## config.mk

```make
export PLATFORM = sky130hd
export DESIGN_NAME = crc_engine
export DESIGN_NICKNAME = d
export VERILOG_FILES = /design/src/rtl/crc_eng_pkg.sv /design/src/rtl/crc_size_decode.sv /design/src/rtl/crc_fold.sv /design/src/rtl/crc_engine.sv
export SDC_FILE = /design/constraint.sdc
export NUM_CORES = 1
export LEC_CHECK = 0
export BUFFER_PORTS_ARGS = -buffer_cell sky130_fd_sc_hd__buf_4
export CAP_MARGIN = 20
export CORE_UTILIZATION = 26
export CTS_BUF_LIST = sky130_fd_sc_hd__clkbuf_4 sky130_fd_sc_hd__clkbuf_8
export CTS_CLUSTER_SIZE = 40
export DETAILED_ROUTE_END_ITERATION = 8
export PLACE_DENSITY = 0.38
export SYNTH_ARGS = -nofsm -noshare
export SYNTH_HDL_FRONTEND = slang
export SYNTH_SLANG_ARGS = --single-unit
```

## constraint.sdc

```tcl
create_clock -name clk -period 6.99 [get_ports clk]
set_clock_uncertainty 0.05 [all_clocks]
set_input_delay 1.398 -clock clk [delete_from_list [all_inputs] [get_ports clk]]
set_output_delay 1.398 -clock clk [all_outputs]
set_load 0.02 [all_outputs]
```

## src/rtl/crc_eng_pkg.sv

```systemverilog
package crc_eng_pkg;

  localparam logic [1:0] ADDR_DIN = 2'd0;
  localparam logic [1:0] ADDR_RES = 2'd1;
  localparam logic [1:0] ADDR_CTL = 2'd2;

  typedef enum logic [1:0] {
    SZ_8   = 2'b00,
    SZ_16  = 2'b01,
    SZ_32  = 2'b10,
    SZ_32R = 2'b11
  } size_e;

  typedef struct packed {
    size_e size;
    logic  narrow;   // 1: 16-bit generator, 0: 32-bit reflected generator
  } ctl_t;

  // One byte into the reflected 32-bit CRC, least-significant bit first.
  function automatic logic [31:0] fold_byte_refl(input logic [31:0] c,
                                                 input logic [7:0]  b,
                                                 input logic [31:0] poly);
    logic [31:0] r;
    r = c ^ {24'd0, b};
    for (int k = 0; k < 8; k++) begin
      r = r[0] ? ((r >> 1) ^ poly) : (r >> 1);
    end
    return r;
  endfunction

  // One byte into the 16-bit CRC, most-significant bit first.
  function automatic logic [15:0] fold_byte_msb(input logic [15:0] c,
                                                input logic [7:0]  b,
                                                input logic [15:0] poly);
    logic [15:0] r;
    r = c ^ {b, 8'd0};
    for (int k = 0; k < 8; k++) begin
      r = r[15] ? ((r << 1) ^ poly) : (r << 1);
    end
    return r;
  endfunction

endpackage

```

## src/rtl/crc_size_decode.sv

```systemverilog
module crc_size_decode
  import crc_eng_pkg::*;
#(
  parameter int NBYTES = 4,
  localparam int CNT_W = $clog2(NBYTES + 1)
) (
  input  size_e            size,
  output logic [CNT_W-1:0] nbytes
);
  always_comb begin
    unique case (size)
      SZ_8:    nbytes = CNT_W'(1);
      SZ_16:   nbytes = CNT_W'(2);
      default: nbytes = CNT_W'(NBYTES);
    endcase
  end
endmodule

```

## src/rtl/crc_fold.sv

```systemverilog
module crc_fold
  import crc_eng_pkg::*;
#(
  parameter int          DATA_W      = 32,
  parameter logic [31:0] POLY_WIDE   = 32'hEDB88320,
  parameter logic [15:0] POLY_NARROW = 16'h1021,
  localparam int NBYTES = DATA_W / 8,
  localparam int CNT_W  = $clog2(NBYTES + 1)
) (
  input  logic [31:0]       crc_in,
  input  logic [DATA_W-1:0] data,
  input  logic              narrow,
  input  logic [CNT_W-1:0]  nbytes,
  output logic [31:0]       crc_out
);
  logic [31:0] stage [NBYTES+1];

  assign stage[0] = crc_in;

  for (genvar i = 0; i < NBYTES; i++) begin : g_byte
    logic [7:0]  lane;
    logic [31:0] nxt;
    assign lane = data[8*i +: 8];
    assign nxt  = narrow ? {16'd0, fold_byte_msb(stage[i][15:0], lane, POLY_NARROW)}
                         : fold_byte_refl(stage[i], lane, POLY_WIDE);
    assign stage[i+1] = (CNT_W'(i) < nbytes) ? nxt : stage[i];
  end

  assign crc_out = stage[NBYTES];
endmodule

```

## src/rtl/crc_engine.sv

```systemverilog
module crc_engine
  import crc_eng_pkg::*;
#(
  parameter int          DATA_W      = 32,
  parameter logic [31:0] POLY_WIDE   = 32'hEDB88320,
  parameter logic [15:0] POLY_NARROW = 16'h1021
) (
  input  logic        clk,
  input  logic        rst_n,
  input  logic        bus_wr,
  input  logic [1:0]  bus_addr,
  input  logic [31:0] bus_wdata,
  output logic [31:0] bus_rdata
);
  localparam int NBYTES = DATA_W / 8;
  localparam int CNT_W  = $clog2(NBYTES + 1);

  logic [31:0]      din_q;
  logic [31:0]      res_q;
  ctl_t             ctl_q;
  logic [CNT_W-1:0] nbytes;
  logic [31:0]      res_next;

  // Named events for the checker
  logic upd_fire, seed_fire, ctl_fire;
  assign upd_fire  = bus_wr && (bus_addr == ADDR_DIN);
  assign seed_fire = bus_wr && (bus_addr == ADDR_RES);
  assign ctl_fire  = bus_wr && (bus_addr == ADDR_CTL);

  crc_size_decode #(.NBYTES(NBYTES)) u_size (
    .size   (ctl_q.size),
    .nbytes (nbytes)
  );

  crc_fold #(
    .DATA_W      (DATA_W),
    .POLY_WIDE   (POLY_WIDE),
    .POLY_NARROW (POLY_NARROW)
  ) u_fold (
    .crc_in  (res_q),
    .data    (bus_wdata[DATA_W-1:0]),
    .narrow  (ctl_q.narrow),
    .nbytes  (nbytes),
    .crc_out (res_next)
  );

  always_ff @(posedge clk or negedge rst_n) begin
    if (!rst_n) begin
      din_q <= '0;
      res_q <= '0;
      ctl_q <= '{size: SZ_8, narrow: 1'b0};
    end else begin
      if (upd_fire) begin
        din_q <= bus_wdata;
        res_q <= res_next;
      end
      if (seed_fire) res_q <= bus_wdata;
      if (ctl_fire)  ctl_q <= ctl_t'(bus_wdata[2:0]);
    end
  end

  always_comb begin
    unique case (bus_addr)
      ADDR_DIN: bus_rdata = din_q;
      ADDR_RES: bus_rdata = ctl_q.narrow ? {16'd0, res_q[15:0]} : res_q;
      ADDR_CTL: bus_rdata = {29'd0, ctl_q};
      default:  bus_rdata = '0;
    endcase
  end
endmodule

```

==> results.toml, run 1 <==
[run_status]
outcome = "finished clean"

[timing]
worst_slack_ns = 0.264
tns_ns = 0
drv_slew = 0
hold_viol = 0
min_period_over_period_pct = 96.2
setup_viol = 0
max_slew_margin_pct = 33.3
max_slew.worst_pin.slew_ns = 1.00
rsz0062_at_grt = "false"
fmax_ghz = 0.149
finalCriticalPeriod_ns = 6.73

[synth]
syn-instance-count = 1095
synth_top_family_by_area = "XOR/XNOR gates"
avgSynthCellArea_sq_um = 9.18
async_reset_ff_share_pct = 100
yosysTopAreaCellShare_pct = 18.5
syn_nets = 1132
yosys.area_share.simple_pct = 13.0
synth_xor_area_share_pct = 46.5
yosys-mux-area-fraction_pct = 5.79
synth_area_sq_mm = 0.0101
ys_seq_area_share_pct = 16.7
ys_types = 69
yosys_register_bits = 67
synth.area.top_cells = "xnor2_1 18%, dfrtp_1 17%, xnor3_1 11%, xor2_1 7.7%, nand2_1 5.6%"
synth-compound-area-share_pct = 14.5
synth_area_leader_cell = "xnor2_1"
yosys_warnings = 0
synth_edf_count = 0
synthAdderAreaFrac_pct = 0
ys.flop_type = "dfrtp_1"

[floorplan]
die_y_um = 199
die_w_um = 199
initial_core_util_pct = 26.6
core_area_sq_mm = 0.0378
fp-row-count = 71
io_pins = 69
die_area_sq_mm = 0.0395

[final_layout]
seq_area_sq_mm = 0.00168
antenna_cells = 0
drive_gt1_share_pct = 21.6
area_growth_pct = 17.8
final_common_cell = "xnor2_1"
multiInputGateArea_sq_mm = 0.00805
finalNetCount = 1230
final_util_pct = 31.3
fill_cells = 4068
final_cell_mix = "212 x xnor2_1, 166 x buf_4, 151 x nand2_1"

[clock_tree]
cts-root-buf = "clkbuf_8"
cts.sinks = 67
cts_htree_levels = 3
path_clk_slew_ns = 0.08
clockBufferDepth = 2
clock_latency_ns = 0.39
cts_buffers = 9
cts_tree = "done"
post-cts-setup-buffer-count = 0

[detailed_routing]
antenna_left = 0
drc_errors = 0
vias = 8630
dr.pass1.iters = 4
wirelength_mm = 46.0
via_per_inst = 5.05
drt_iter0_drc = 783
wl_per_cell_um = 26.9

[global_route]
grt_pass1_vias = 8666
grtUsageTotal_pct = 23.8
grt_max_degree = 68
grt.overflow.total = 0
grt_first_pass_wirelength_mm = 66.0
busiest_layer = "met2"
use_met1_pct = 33.0
grt.met3_usage_pct = 2.90
grt.met2_usage_pct = 38.9
antenna_found_initial = 0

[hold_path]
hold_path_depth = 2
hp-start = "din_q[3]$_DFFE_PN0P_"
holdPathEnd = "din_q[3]$_DFFE_PN0P_"
min-delay-path-class = "reg -> reg"

[worst_setup_path]
worst-endpoint-required_ns = 7.18
start_kind = "input port"
worst_ep_arrival_time_ns = 6.92
cp_slowest_cell = "xnor3_1"
reg2reg_depth = 23
reg2reg_slack_ns = 0.81
cpPeakStageDelay_ns = 0.53
path_cells = "buf_4, xnor2_4, xnor3_1, mux2i_2, xnor2_4, xnor3_1, xnor2_1, o221ai_1, xnor2_1, xnor2_1, a22oi_1, buf_4, nand2_1, xor2_2, xor2_1, buf_4, xnor2_1, o21ai_1, xor2_1, a21oi_1, buf_4, o21ai_1"
end_kind = "flop"
crit_type = "in -> reg"
reg2reg_from = "res_q[2]$_DFFE_PN0P_"
cp_max_fo = 8
rr_endpoint = "res_q[14]$_DFFE_PN0P_"

[placed_design]
io_buffer_count = 68
dp_hpwl_mm = 36.2
pre_cts_ws_ns = -0.147
finalWeightedCongestion = 0.908

[job]
maxCapViolCount = 0
[synthesized netlist by cell type (all sizes together) (11+ instances only)]
| master | n |
|---|---|
| a22oi | 13 |
| buf | 29 |
| mux2i | 44 |
| o221ai | 11 |
| xor2 | 94 |
| o21ai | 46 |
| xnor2 | 242 |
| xnor3 | 50 |
| nand2 | 151 |
| dfrtp | 67 |
| a21oi | 41 |
| clkbuf | 51 |
| nand3 | 11 |
| nor2 | 71 |
| a22o | 18 |
| a221oi | 13 |
| o22ai | 13 |
| and3 | 15 |
[final cells by class]
cell class	count	share of cell area (%)
well taps	511	5.40
flip-flops and latches	67	14.2
multi-input cells	941	67.9
inverters	7	0.222
clock inverters	6	0.549
clock buffers	10	1.11
repair buffers	167	10.6
[per-stage QoR]
step | cells | instance area (sq um) | hold WS (ns)
floorplan | 1095 | 10100 | 0.395
global placement | 1691 | 11600 | 0.407
detailed placement | 1692 | 11600 | 0.412
CTS | 1708 | 11800 | 0.432
global route | 1709 | 11800 | 0.454
finish | 1709 | 11800 | 0.427
[routing by layer]
metal	vias up	wire length, um
met1	4342	21300
met4	0	1090
met5	-	0
met3	51	2120
li1	3947	-
met2	290	21500
[critical path: cells and delay by family]
family,cells,cell delay [ns]
compound gates,5,1.14
xor+xnor,11,3.21
mux,1,0.35
buf+inv,4,0.74
simple gates,1,0.09
[kinds of logic after synthesis]
kind of cell	after synthesis
muxes	53
xor gates and xnor gates	392
DFF	67
buffers and inverters	87
and+or+nand+nor	293
AOI/OAI and AO/OA	203
[worst max-delay path by stage]
stage,startpoint,endpoint,depth (start not counted)
2_1_floorplan,bus_wdata[1],res_q[5]$_DFFE_PN0P_,19
4_1_cts,bus_wdata[1],res_q[3]$_DFFE_PN0P_,20
3_5_place_dp,bus_wdata[1],res_q[3]$_DFFE_PN0P_,22
3_3_place_gp,bus_wdata[1],res_q[3]$_DFFE_PN0P_,20
5_1_grt,bus_wdata[1],res_q[14]$_DFFE_PN0P_,22
6_report,bus_wdata[1],res_q[14]$_DFFE_PN0P_,22
[state kept, by name, indices dropped and copies added, names as in the netlist]
| name | flops |
|---|---|
| ctl_q | 3 |
| din_q | 32 |
| res_q | 32 |
[timing repair]
| action | CTS | global route |
|---|---|---|
| hold endpoints to repair | 0 | 0 |
| hold buffers | 0 | 0 |
| resized for setup | 0 | 1 |
| endpoints found under the setup margin | 0 | 1 |
Power of run 1 is left out: the tool's default activity adds up to more than one toggle a clock period on the data nets, which glitch-free logic cannot reach.
==> inputs of run 2 (changes only) <==
- CELL_PAD_IN_SITES_DETAIL_PLACEMENT: default -> 1
- CELL_PAD_IN_SITES_GLOBAL_PLACEMENT: default -> 1
- PLACE_DENSITY: 0.38 -> 0.46
- SKIP_LAST_GASP: default -> 1
==> results.toml, run 2 (synthesis results as in run 1) <==
[clock_tree]
post-cts-setup-buffer-count = 0
hold_buffers = 0
cts-root-buf = "clkbuf_8"
cts_htree_levels = 3
cts_tree = "done"
clock_latency_ns = 0.39
cts_buffers = 9
cts.sinks = 67
clockBufferDepth = 2
cts_resized = 0
path_clk_slew_ns = 0.09

[floorplan]
die_area_sq_mm = 0.0395
initial_core_util_pct = 26.6
io_pins = 69
fp-row-count = 71
die_w_um = 199
die_y_um = 199
core_area_sq_mm = 0.0378

[global_route]
antenna_found_initial = 2
grtUsageTotal_pct = 24.7
grt.overflow.total = 0
grt_max_degree = 53
grt_first_pass_wirelength_mm = 67.9
grt_pass1_vias = 8991

[timing]
hold_viol = 0
max_slew.worst_pin.slew_ns = 1.02
finalCriticalPeriod_ns = 6.54
drv_slew = 0
max_slew_margin_pct = 32.1
setup_viol = 0
min_period_over_period_pct = 93.5
fmax_ghz = 0.153
tns_ns = 0
rsz0062_at_grt = "false"

[detailed_routing]
via_per_inst = 5.02
dr.pass1.iters = 5
drt_iter0_drc = 615
wl_per_cell_um = 27.8
antenna_left = 0
wirelength_mm = 47.8
drc_errors = 0
vias = 8643

[placed_design]
io_buffer_count = 68
finalWeightedCongestion = 0.896
dp_hpwl_mm = 37.9

[final_layout]
antenna_cells = 0
finalNetCount = 1243
reg.largest.list = "din_q: 32 flops, res_q: 32 flops, ctl_q: 3 flops"
area_growth_pct = 19.6
final_cell_mix = "212 x xnor2_1, 177 x buf_4, 150 x nand2_1"
fill_cells = 4475
final_common_cell = "xnor2_1"
drive_gt1_share_pct = 22.5

[worst_setup_path]
reg2reg_slack_ns = 1.11
worst-endpoint-required_ns = 7.20
crit_type = "in -> reg"
worst_ep_arrival_time_ns = 6.75
cp_max_fo = 6
end_kind = "flop"
start_kind = "input port"

[hold_path]
min-delay-path-class = "reg -> reg"

[job]
maxCapViolCount = 0

[run_status]
outcome = "finished clean"
## run 2: changes by cell type in the layout (fill, tap and decap cells not counted)
cell	change
o221ai_2	-1
buf_12	+3
nand2_2	+1
inv_6	-1
nor2b_4	+1
clkinv_4	+1
buf_4	+11
o221ai_1	+1
nor2b_2	-1
clkinv_2	-2
buf_6	-1
bufinv_16	+2
nand2_1	-1
## run 2: per-layer routing
layer	GRT usage, %	routed length (um)	vias up
met2	40.2	22300	220
li1	-	-	3974
met1	34.0	22400	4399
met3	3.09	1900	48
met5	0	10	-
met4	6.70	1170	2
## run 2: metrics by stage
stage          worst slack (ns)  hold WS (ns)  instances  utilization (%)  instance area, sq um
5_1_grt                   0.190         0.447       1722             31.8                 12000
2_1_floorplan             0.556         0.395       1095                -                 10100
4_1_cts                   0.448         0.433       1722             31.8                 12000
3_3_place_gp             0.0983         0.407       1705             31.1                 11800
3_5_place_dp             0.0456         0.413       1706             31.1                 11800
6_report                  0.453         0.430       1722             31.8                 12000
## run 2: area by class of cell
class / count / area (sq um) / area share [%]
Clock buffer: 10 / 131 / 1.09
Multi-Input combinational cell: 941 / 8050 / 66.9
Timing Repair Buffer: 180 / 1390 / 11.5
Sequential cell: 67 / 1680 / 14.0
Tap cell: 511 / 639 / 5.31
Inverter: 7 / 26.3 / 0.218
Clock inverter: 6 / 115 / 0.957
## run 2: worst paths after layout
kind,to,from,cells after the start
setup / recovery,res_q[13]$_DFFE_PN0P_,bus_wdata[2],20
hold / removal,din_q[7]$_DFFE_PN0P_,din_q[7]$_DFFE_PN0P_,2
setup reg to reg,res_q[3]$_DFFE_PN0P_,res_q[3]$_DFFE_PN0P_,20
hold reg to reg,din_q[7]$_DFFE_PN0P_,din_q[7]$_DFFE_PN0P_,2
max in group asynchronous,ctl_q[2]$_DFFE_PN0P_,rst_n,2
min in group asynchronous,res_q[5]$_DFFE_PN0P_,rst_n,1
## run 2: critical path, stage by stage
cell and delay, ns:
buf_4 0.16, xnor3_1 0.48, xnor2_2 0.37, mux2i_2 0.21
xnor2_4 0.47, xnor2_1 0.16, a221oi_2 0.50, buf_4 0.25
xnor3_1 0.37, buf_4 0.17, xor2_1 0.14, xnor2_1 0.13
mux2i_1 0.24, xor2_1 0.10, mux2_2 0.32, xnor2_1 0.26
xor2_1 0.30, mux2i_1 0.13, xnor2_1 0.42, o21ai_0 0.13
Power of run 2 is left out for the same reason.
==> inputs of run 3 (changes only) <==
- CORE_UTILIZATION: 26 -> 45
- PLACE_DENSITY: 0.46 -> 0.73
- SYNTH_HIERARCHICAL: default -> 1
==> results.toml, run 3 <==
[run_status]
outcome = "finished clean"

[worst_setup_path]
end_kind = "flop"
worst_ep_arrival_time_ns = 7.11
reg2reg_depth = 22
worst-endpoint-required_ns = 7.19
crit_type = "in -> reg"
reg2reg_slack_ns = 0.37
rr_endpoint = "res_q[25]$_DFFE_PN0P_"
cp_max_fo = 4
reg2reg_from = "ctl_q[1]$_DFFE_PN0P_"
start_kind = "input port"

[floorplan]
fp-row-count = 59
initial_core_util_pct = 45.8
io_pins = 69
core_area_sq_mm = 0.0260
die_area_sq_mm = 0.0271
die_y_um = 165
die_w_um = 165

[final_layout]
final_cell_mix = "258 x buf_4, 172 x xnor2_1, 85 x nor2_1"
final_cell_count_no_fill = 1757
fill_cells = 2973
drive_gt1_share_pct = 34.1
finalNetCount = 1455
area_growth_pct = 19.6
multiInputGateArea_sq_mm = 0.00989
reg.largest.list = "din_q: 32 flops, res_q: 32 flops, ctl_q: 3 flops"
final_common_cell = "buf_4"
antenna_cells = 0
seq_area_sq_mm = 0.00168

[synth]
syn_nets = 1272
ys_seq_area_share_pct = 14.1
synthTopCellsByCount = "179 x xnor2_1, 86 x nor2_1, 83 x mux2_2"
yosys_warnings = 6
ys.flop_type = "dfrtp_1"
synth_area_sq_mm = 0.0119
avgSynthCellArea_sq_um = 9.64
syn-instance-count = 1235
synth.area.top_cells = "dfrtp_1 14%, xnor2_1 13%, xnor3_1 12%, mux2_2 7.9%, mux2i_1 4.2%"
yosys_register_bits = 67
yosysTopAreaCellShare_pct = 14.1
yosysMostFrequentCell = "xnor2_1"
synth_edf_count = 0
ys_types = 97
async_reset_ff_share_pct = 100
synth_area_leader_cell = "dfrtp_1"

[global_route]
grt_max_degree = 84
antenna_found_initial = 0
grtUsageTotal_pct = 37.1
grt.overflow.total = 0
grt_first_pass_wirelength_mm = 72.7
grt_pass1_vias = 11213

[hold_path]
hp-start = "din_q[27]$_DFFE_PN0P_"
holdPathEnd = "din_q[27]$_DFFE_PN0P_"
hold_path_depth = 1
min-delay-path-class = "reg -> reg"

[timing]
fmax_ghz = 0.145
finalCriticalPeriod_ns = 6.91
max_slew_margin_pct = 39.3
max_slew.worst_pin.slew_ns = 0.901
rsz0062_at_grt = "true"
hold_ws_ns = 0.446
min_period_over_period_pct = 98.8
hold_viol = 0
drv_slew = 0
setup_viol = 0

[detailed_routing]
drc_errors = 0
wirelength_mm = 50.3
via_per_inst = 6.26
drt_iter0_drc = 1053
wl_per_cell_um = 28.6
antenna_left = 0
vias = 10998
dr.pass1.iters = 5

[job]
maxCapViolCount = 0

[clock_tree]
cts-root-buf = "clkbuf_8"
hold_buffers = 0
clock_latency_ns = 0.37
cts_htree_levels = 3
clockBufferDepth = 2
cts_tree = "done"
cts_buffers = 9
cts.sinks = 67
path_clk_slew_ns = 0.08

[placed_design]
finalWeightedCongestion = 0.955
placedCellCount = 1740
io_buffer_count = 68
dp_hpwl_mm = 39.2
[run 3: changes by cell type in the layout (fill, tap and decap cells not counted), moves of 16 or more]
cell	delta
nand3b_1	+18
nand2_1	-93
nor2_1	+17
mux2_2	+75
nand2b_1	+16
xnor2_1	-40
buf_4	+81
mux2_4	+27
xnor3_1	+17
xor2_1	-36
[run 3: cell families (layout without fill, tap and decap cells)]
family / Yosys count / count (layout) / synth area share [%]
XOR/XNOR: 337 / 337 / 36.1
AND/OR/NAND/NOR: 306 / 306 / 13.3
AO/OA/AOI/OAI: 261 / 261 / 16.4
multiplexers: 163 / 163 / 15.7
buffers and inverters: 101 / 288 / 4.34
flip-flops: 67 / 67 / 14.1
[run 3: worst max path at each step]
stage	end	slack [ns]	depth (start not counted)	start
floorplan	res_q[25]$_DFFE_PN0P_	0.0007	18	bus_wdata[7]
global placement	res_q[5]$_DFFE_PN0P_	-0.43	21	bus_wdata[4]
detailed placement	res_q[5]$_DFFE_PN0P_	-0.54	21	bus_wdata[4]
CTS	res_q[5]$_DFFE_PN0P_	0.06	21	bus_wdata[4]
global route	res_q[5]$_DFFE_PN0P_	-0.01	21	bus_wdata[3]
finish	res_q[5]$_DFFE_PN0P_	0.08	21	bus_wdata[3]
[run 3: area by class of cell]
type | count | share of cell area (%)
clock inverters | 6 | 0.633
multi-input cells | 1067 | 69.5
inverters | 13 | 0.343
flip-flops and latches | 67 | 11.8
repair buffers | 260 | 13.9
clock buffers | 9 | 0.870
well taps | 335 | 2.94
[run 3: critical path, stage by stage]
cell and delay, ns:
buf_4 0.15, xnor2_2 0.39, buf_4 0.22, xnor2_1 0.20, xor3_1 0.38, o21a_1 0.26
nor2_4 0.22, xnor3_2 0.45, or3b_2 0.53, o2111ai_4 0.17, xnor2_2 0.17, a221oi_2 0.46
xnor2_1 0.31, xnor2_1 0.15, xnor2_1 0.30, buf_4 0.19, xnor2_2 0.11, a32oi_1 0.23
o211ai_1 0.21, mux2_4 0.31, mux2_2 0.26
[run 3: per-layer routing]
layer	global-route usage, %	share of wire [%]
met1	49.6	42
met2	60.3	47
met3	4.55	7.1
met4	15.7	4.5
met5	0	0
[run 3: what timing repair did]
action                     in CTS  in global routing
setup endpoints to repair       2                 19
buffers inserted                0                  1
resized for setup               1                 18
[run 3: metrics by stage]
step / worst slack, ns / area [sq um] / setup TNS, ns / utilization, %
final: 0.0815 / 14200 / 0 / 54.8
after global routing: -0.0116 / 14200 / -0.0116 / 54.8
after CTS: 0.0623 / 14100 / 0 / 54.2
after detailed placement: -0.536 / 13900 / -4.61 / 53.3
after global placement: -0.433 / 13900 / -2.48 / 53.3
after floorplan: 0.000695 / 11900 / 0 / -
Power of run 3 is left out for the same reason.
